[src/rtl/asw_pkg.sv]
package asw_pkg;
    localparam int ADDR_W  = 32;
    localparam int PTR_LSB = 5;
    localparam logic [1:0] LINK_QH = 2'b01;

    typedef enum logic [1:0] {
        W_IDLE,
        W_XFER,
        W_FETCH,
        W_RESP
    } walk_st_e;
endpackage

[src/rtl/asw_gate.sv]
module asw_gate
    import asw_pkg::*;
#(
    parameter int AW  = ADDR_W,
    parameter int LSB = PTR_LSB
) (
    input  logic          clk,
    input  logic          rst_n,
    input  logic          en_we,
    input  logic          en_wdata,
    input  logic          base_we,
    input  logic [AW-1:0] base_wdata,
    input  logic          uframe_tick,
    input  logic          walk_busy,
    input  logic          wb_valid,
    input  logic [AW-LSB-1:0] wb_ptr,
    output logic          en_o,
    output logic          sts_o,
    output logic [AW-1:0] base_o,
    output logic [AW-LSB-1:0] base_ptr_o,
    output logic          stop_o,
    output logic          start_o
);
    localparam int PW = AW - LSB;

    typedef struct packed {
        logic          en;
        logic          sts;
        logic          pend;
        logic [PW-1:0] ptr;
    } gate_t;

    gate_t r_q, r_d;
    logic  consume;
    logic  unused_low;

    assign unused_low = ^base_wdata[LSB-1:0];

    always_comb begin
        r_d     = r_q;
        consume = r_q.pend && !walk_busy;
        start_o = consume && r_q.en;
        if (en_we) r_d.en = en_wdata;
        if (consume) begin
            r_d.sts  = r_q.en;
            r_d.pend = 1'b0;
        end
        if (uframe_tick) r_d.pend = 1'b1;
        if (wb_valid) begin
            r_d.ptr = wb_ptr;
        end else if (base_we && !r_q.en && !r_q.sts) begin
            r_d.ptr = base_wdata[AW-1:LSB];
        end
    end

    always_ff @(posedge clk or negedge rst_n) begin
        if (!rst_n) r_q <= '0;
        else        r_q <= r_d;
    end

    assign en_o       = r_q.en;
    assign sts_o      = r_q.sts;
    assign base_ptr_o = r_q.ptr;
    assign base_o     = {r_q.ptr, {LSB{1'b0}}};
    assign stop_o     = r_q.pend || !r_q.en;

    a_r3_base_locked: assert property (@(posedge clk) disable iff (!rst_n)
        ((r_q.en || r_q.sts) && !wb_valid) |=> $stable(base_o));

    a_r2_sts_held: assert property (@(posedge clk) disable iff (!rst_n)
        !(r_q.pend && !walk_busy) |=> $stable(r_q.sts));

    a_r2_sts_follows: assert property (@(posedge clk) disable iff (!rst_n)
        (r_q.pend && !walk_busy) |=> (r_q.sts == $past(r_q.en)));
endmodule

[src/rtl/asw_walk.sv]
module asw_walk
    import asw_pkg::*;
#(
    parameter int AW  = ADDR_W,
    parameter int LSB = PTR_LSB
) (
    input  logic          clk,
    input  logic          rst_n,
    input  logic          start,
    input  logic [AW-LSB-1:0] base_ptr,
    input  logic          stop_req,
    output logic          xfer_valid,
    output logic [AW-1:0] xfer_addr,
    input  logic          xfer_done,
    input  logic          xfer_exec,
    output logic          mem_req_valid,
    input  logic          mem_req_ready,
    output logic [AW-1:0] mem_req_addr,
    input  logic          mem_rsp_valid,
    input  logic [AW-1:0] mem_rsp_data,
    output logic          wb_valid,
    output logic [AW-LSB-1:0] wb_ptr,
    output logic          busy,
    output logic          err_o
);
    localparam int PW = AW - LSB;

    typedef struct packed {
        walk_st_e      st;
        logic [PW-1:0] cur;
        logic [PW-1:0] lap;
        logic          work;
        logic          err;
    } walk_t;

    walk_t r_q, r_d;
    logic [PW-1:0] link_nxt;
    logic          link_ok;
    logic          lap_end;
    logic          unused_rsv;

    assign link_nxt   = mem_rsp_data[AW-1:LSB];
    assign link_ok    = (mem_rsp_data[2:1] == LINK_QH) && !mem_rsp_data[0];
    assign lap_end    = (link_nxt == r_q.lap);
    assign unused_rsv = ^mem_rsp_data[LSB-1:3];

    always_comb begin
        r_d      = r_q;
        wb_valid = 1'b0;
        wb_ptr   = r_q.cur;
        case (r_q.st)
            W_IDLE: begin
                if (start) begin
                    r_d.st   = W_XFER;
                    r_d.cur  = base_ptr;
                    r_d.lap  = base_ptr;
                    r_d.work = 1'b0;
                    r_d.err  = 1'b0;
                end
            end
            W_XFER: begin
                if (xfer_done) begin
                    r_d.work = r_q.work || xfer_exec;
                    r_d.st   = W_FETCH;
                end
            end
            W_FETCH: begin
                if (mem_req_ready) r_d.st = W_RESP;
            end
            W_RESP: begin
                if (mem_rsp_valid) begin
                    if (!link_ok) begin
                        r_d.err = 1'b1;
                        r_d.st  = W_IDLE;
                    end else begin
                        r_d.cur = link_nxt;
                        if (stop_req || (lap_end && !r_q.work)) begin
                            wb_valid = 1'b1;
                            wb_ptr   = link_nxt;
                            r_d.st   = W_IDLE;
                        end else begin
                            r_d.st = W_XFER;
                            if (lap_end) r_d.work = 1'b0;
                        end
                    end
                end
            end
            default: r_d.st = W_IDLE;
        endcase
    end

    always_ff @(posedge clk or negedge rst_n) begin
        if (!rst_n) r_q <= '{st: W_IDLE, cur: '0, lap: '0, work: 1'b0, err: 1'b0};
        else        r_q <= r_d;
    end

    assign xfer_valid    = (r_q.st == W_XFER);
    assign mem_req_valid = (r_q.st == W_FETCH);
    assign xfer_addr     = {r_q.cur, {LSB{1'b0}}};
    assign mem_req_addr  = {r_q.cur, {LSB{1'b0}}};
    assign busy          = (r_q.st != W_IDLE);
    assign err_o         = r_q.err;

    a_r10_xfer_hold: assert property (@(posedge clk) disable iff (!rst_n)
        (xfer_valid && !xfer_done) |=> (xfer_valid && $stable(xfer_addr)));

    a_r10_req_hold: assert property (@(posedge clk) disable iff (!rst_n)
        (mem_req_valid && !mem_req_ready) |=> (mem_req_valid && $stable(mem_req_addr)));

    a_r4_fetch_after_done: assert property (@(posedge clk) disable iff (!rst_n)
        $rose(mem_req_valid) |-> ($past(xfer_valid && xfer_done) && mem_req_addr == $past(xfer_addr)));

    a_r9_err_halts: assert property (@(posedge clk) disable iff (!rst_n)
        $rose(err_o) |-> !busy);

    a_r6_wb_ends_pass: assert property (@(posedge clk) disable iff (!rst_n)
        wb_valid |=> !busy);
endmodule

[src/rtl/async_sched_walker.sv]
module async_sched_walker
    import asw_pkg::*;
#(
    parameter int AW  = ADDR_W,
    parameter int LSB = PTR_LSB
) (
    input  logic          clk,
    input  logic          rst_n,
    input  logic          en_we,
    input  logic          en_wdata,
    input  logic          base_we,
    input  logic [AW-1:0] base_wdata,
    input  logic          uframe_tick,
    output logic          sched_en,
    output logic          sched_sts,
    output logic [AW-1:0] base_addr,
    output logic          busy,
    output logic          link_err,
    output logic          xfer_valid,
    output logic [AW-1:0] xfer_addr,
    input  logic          xfer_done,
    input  logic          xfer_exec,
    output logic          mem_req_valid,
    input  logic          mem_req_ready,
    output logic [AW-1:0] mem_req_addr,
    input  logic          mem_rsp_valid,
    input  logic [AW-1:0] mem_rsp_data
);
    localparam int PW = AW - LSB;

    logic          wb_valid;
    logic [PW-1:0] wb_ptr;
    logic [PW-1:0] base_ptr;
    logic          stop_req;
    logic          start;

    asw_gate #(.AW(AW), .LSB(LSB)) u_gate (
        .clk        (clk),
        .rst_n      (rst_n),
        .en_we      (en_we),
        .en_wdata   (en_wdata),
        .base_we    (base_we),
        .base_wdata (base_wdata),
        .uframe_tick(uframe_tick),
        .walk_busy  (busy),
        .wb_valid   (wb_valid),
        .wb_ptr     (wb_ptr),
        .en_o       (sched_en),
        .sts_o      (sched_sts),
        .base_o     (base_addr),
        .base_ptr_o (base_ptr),
        .stop_o     (stop_req),
        .start_o    (start)
    );

    asw_walk #(.AW(AW), .LSB(LSB)) u_walk (
        .clk          (clk),
        .rst_n        (rst_n),
        .start        (start),
        .base_ptr     (base_ptr),
        .stop_req     (stop_req),
        .xfer_valid   (xfer_valid),
        .xfer_addr    (xfer_addr),
        .xfer_done    (xfer_done),
        .xfer_exec    (xfer_exec),
        .mem_req_valid(mem_req_valid),
        .mem_req_ready(mem_req_ready),
        .mem_req_addr (mem_req_addr),
        .mem_rsp_valid(mem_rsp_valid),
        .mem_rsp_data (mem_rsp_data),
        .wb_valid     (wb_valid),
        .wb_ptr       (wb_ptr),
        .busy         (busy),
        .err_o        (link_err)
    );

    a_r2_service_needs_sts: assert property (@(posedge clk) disable iff (!rst_n)
        (xfer_valid || mem_req_valid) |-> sched_sts);

    a_r4_one_phase: assert property (@(posedge clk) disable iff (!rst_n)
        $onehot0({xfer_valid, mem_req_valid}));
endmodule

[config.mk]
export PLATFORM = sky130hd
export DESIGN_NAME = async_sched_walker
export DESIGN_NICKNAME = d
export VERILOG_FILES = /design/src/rtl/asw_pkg.sv /design/src/rtl/asw_gate.sv /design/src/rtl/asw_walk.sv /design/src/rtl/async_sched_walker.sv
export SDC_FILE = /design/constraint.sdc
export NUM_CORES = 1
export LEC_CHECK = 0
export BUFFER_PORTS_ARGS = -buffer_cell sky130_fd_sc_hd__buf_2
export CORE_MARGIN = 8
export CORE_UTILIZATION = 45
export DETAILED_ROUTE_END_ITERATION = 8
export PLACE_DENSITY = 0.73
export SYNTH_ARGS = -nofsm -noshare
export SYNTH_HDL_FRONTEND = slang
export SYNTH_SLANG_ARGS = --single-unit
export TNS_END_PERCENT = 5
[constraint.sdc]
create_clock -name clk -period 2.01 [get_ports clk]
set_input_delay 0.402 -clock clk [delete_from_list [all_inputs] [get_ports clk]]
set_output_delay 0.402 -clock clk [all_outputs]
set_load 0.005 [all_outputs]
==> run summary <==
The class of the worst hold path is input pin to register. The overall die area came out at between 15000 and 20000 sq um. The mux share of post-synthesis cell area came out at ~13%. After synthesis the netlist holds a flip-flop and latch count of 88. The start-to-end type of the worst setup path is register to register. The reg-to-reg setup timing slack came out at 0.06 ns. The number of antenna diodes in the final layout is 0. In this run, synthesis inferred 0 flip-flops with an integrated enable. STA classifies the critical path endpoint as a register.

The number of cells on the worst hold path came out at 2. In the final design database the tool counted 704 nets. Max-cap violations in this run came to 0. Setup repair after global routing could not meet its margin everywhere. The worst setup path is launched from a register. The total overflow reported by the global router is 0. Dividing the detail-routed via count by the number of cells gives 4.83. The fraction of layout cells with a size suffix above 1 came out at a little over two fifths. The count of nets left with antenna violations once routing finished came out at 0. In this run the clock root is driven by a sky130_fd_sc_hd__clkbuf_16. Of all cell types, the one taking the most synthesized area is sky130_fd_sc_hd__dfrtp_1. The netlist area before placement is ~5200 sq um. The total area inside the core boundary comes to 11300 sq um. The run finished with clean final reports. The compound-gate portion of the synthesized area is 7.12%.

The depth of the worst register-to-register path is 6. The number of I/O pins is 176. Entering global routing, the biggest net connects 41 pins. In this run the most critical hold path is launched from uframe_tick.

The initial antenna violation count came to 0. The startpoint of the lowest-slack register-to-register path is u_walk.r_q[20]. The max-slew violation count came out at 0.

The top flip-flop cell by instance count after synthesis is sky130_fd_sc_hd__dfrtp_1. The post-CTS repair timing setup buffer count came out at 0. The detailed-route via count is 3739. The signal arrival time at the worst endpoint came out at 2.17 ns.

The detailed placement HPWL is 9650 microns. Input and output buffers added on the ports amount to roughly 150. The leakage power of the design is between 3 and 4 nW. After floorplanning, the core was divided into 39 placement rows. The number of standard cells after synthesis came out at around 540. The aggregate global-route resource usage came out at 16.3%.

From synthesis to final layout, the design area changed by 14.5%. The effective utilization at floorplan is a little under half. The worst hold path terminates at u_gate.r_q[27]. The synthesized netlist devotes 4.59% of its cell area to XOR and XNOR gates. Timing would allow up to approximately 500 MHz. The power per cell area came out at 1440 nW/um^2. Setup total negative slack on the finished layout was measured at 0 ns.

The number of warnings reported in the yosys synthesis log came out at 0. The final RePlAce weighted congestion came out at around 0.8. The part of the Yosys area used for sequential elements is 42.7%.

The terminus of the critical flop-to-flop path is u_gate.base_ptr_o[8]. The largest fanout of any net on the critical path came out at 18. The share of flip-flops with an asynchronous set or reset after synthesis is 100%. The vertical die dimension came out at ~120 microns.

The floorplan step set the die width to between 100 and 150 microns. The synthesized-area fraction occupied by adder cells came out at 0.972%. The clock-pin slew on the worst setup and hold paths came out at 0.07 ns.

Clock skew on the completed layout was measured at 0.00870 ns. The later pin in the worst-skew pair is clocked with a latency of 0.34 ns. The required time at the endpoint of the critical path came out at 2.23 ns. For this design, the sink count on the clock tree is 88. The number of buffers on the longest clock path is 2.

The total DRC errors in the routed layout is 0. The count of H-tree levels built during CTS came out at 3. After layout, the design draws a total of 8.49 mW. The CTS buffer count is 9.

The post-route minimum period came out at about 1.9 ns. After synthesis, the cell types taking the most area are sky130_fd_sc_hd__dfrtp_1 43%, sky130_fd_sc_hd__buf_4 14%, sky130_fd_sc_hd__nand2_1 8.2%. The final critical path takes up 96.9% of the cycle.

The mean cell area of the mapped netlist came out at about 9.6 sq um. The number of global-route vias before repair came out at 3868. After detailed routing, the total wire length is 12400 microns. The most critical setup path has its startpoint at u_walk.r_q[20]. The number of design-rule violations left by the first detailed-router iteration came out at 172.

The count of final hold-check violations came out at 0. The number of iterations in the first detailed-routing pass is 4. The fraction of synthesized cell area taken by the top area cell type is 42.7%.

The final number of setup-violating endpoints is 0. The count of unique library cells instantiated by Yosys came out at 37. The global-route wire length before repair is 19300 microns. The peak supply drop came out at 0.771 mV.

The final standard cell utilization of the core came out at 52.3%. The mean routed wirelength per cell is 16.0 microns. By area, the combinational part of the netlist is dominated by buffers and inverters. The simple-gate area share of the yosys netlist came out at 13.9%.

The CTS tree is yes.
## synth_stat cells, drive strengths merged (2+ instances only)
master / n
nand2: 113
buf: 105
dfrtp: 88
mux2: 55
nor2: 34
a21oi: 32
o21ai: 28
xnor2: 27
clkbuf: 15
nand4: 7
inv: 6
ha: 4
nand3: 4
nor3: 2
nor3b: 2
nor4: 2
## stage by stage
stage | instances | hold slack [ns] | setup WS (ns) | instance area, sq um
floorplan | 551 | 0.106 | 0.214 | 5200
finish | 774 | 0.251 | 0.0619 | 5900
detailed placement | 757 | 0.319 | -0.176 | 5560
global route | 774 | 0.240 | -0.0303 | 5900
CTS | 774 | 0.237 | 0.0227 | 5890
global placement | 757 | 0.316 | -0.167 | 5560
## logic make-up (layout without fill, tap and decap cells)
group           after synthesis  in the layout
fa+ha+maj                     4              4
flops                        88             88
compound gates               67             67
buf+inv                     126            206
xor+xnor                     27             27
simple gates                169            169
mux                          55             55
other cells                   1             15
## placed cells by master, fill, tap and decap left out, drive strengths merged
cell type and instances:
a211o 1, a21o 1, a21oi 32, a31o 1, a31oi 1, a41oi 1, and2 1, and2b 1
and3 1, buf 183, bufinv 1, clkbuf 12, clkinv 1, clkinvlp 1, conb 15, dfrtp 88
dlygate4sd3 1, ha 4, inv 7, mux2 55, nand2 113, nand3 4, nand4 7, nor2 34
nor2b 1, nor3 2, nor3b 2, nor4 2, nor4b 1, o21ai 28, o22ai 1, o32ai 1
xnor2 27
## flip-flops by register name, summed over array words and instances (netlist names)
register             count
u_walk.err_o             1
u_walk.mem_req_addr     27
u_gate.r_q               1
u_gate.en_o              1
u_gate.sts_o             1
u_walk.r_q              30
u_gate.base_ptr_o       27
## metal layers
| layer | GRT usage (%) | wire length, microns |
|---|---|---|
| met3 | 3.56 | 878 |
| met5 | 0 | 0 |
| met1 | 19.5 | 5030 |
| met4 | 5.94 | 180 |
| met2 | 28.3 | 6270 |
## power breakdown
part / leakage, nW / internal (mW) / switching [mW] / total (mW)
Combinational: 1.83 / 1.79 / 1.91 / 3.70
Sequential: 1.10 / 2.51 / 0.547 / 3.06
Clock: 0.149 / 1.03 / 0.693 / 1.73
## cell type report
type | instances | area [sq um]
timing repair buffer | 184 | 1040
tap | 143 | 179
multi-input combinational | 337 | 2140
fill | 1030 | 5380
clock buffer | 12 | 256
clock inverter | 4 | 51.3
inverter | 6 | 22.5
sequential | 88 | 2200
## repair_timing
action	CTS	global route
hold buffers	1	0
setup endpoints to repair	27	27
gates resized for setup	1	1
endpoints found under the hold margin	21	0
pin swaps	1	1
## worst max-delay path, stage by stage (launching register included)
cell and delay (ns):
sky130_fd_sc_hd__dfrtp_1 0.41, sky130_fd_sc_hd__xnor2_2 0.24, sky130_fd_sc_hd__nand4_1 0.25, sky130_fd_sc_hd__nor4_4 0.29
sky130_fd_sc_hd__a21oi_4 0.12, sky130_fd_sc_hd__buf_12 0.19, sky130_fd_sc_hd__mux2_4 0.31
## how the worst max path moves through the flow
stage	endpoint	slack [ns]	depth (start not counted)
floorplan	u_gate.base_ptr_o[10]	0.21	6
global placement	u_gate.base_ptr_o[8]	-0.17	7
detailed placement	u_gate.base_ptr_o[8]	-0.18	7
CTS	u_gate.base_ptr_o[8]	0.02	7
global route	u_gate.base_ptr_o[8]	-0.03	7
finish	u_gate.base_ptr_o[8]	0.06	6
No activity file was read; power rests on OpenSTA's default activity.
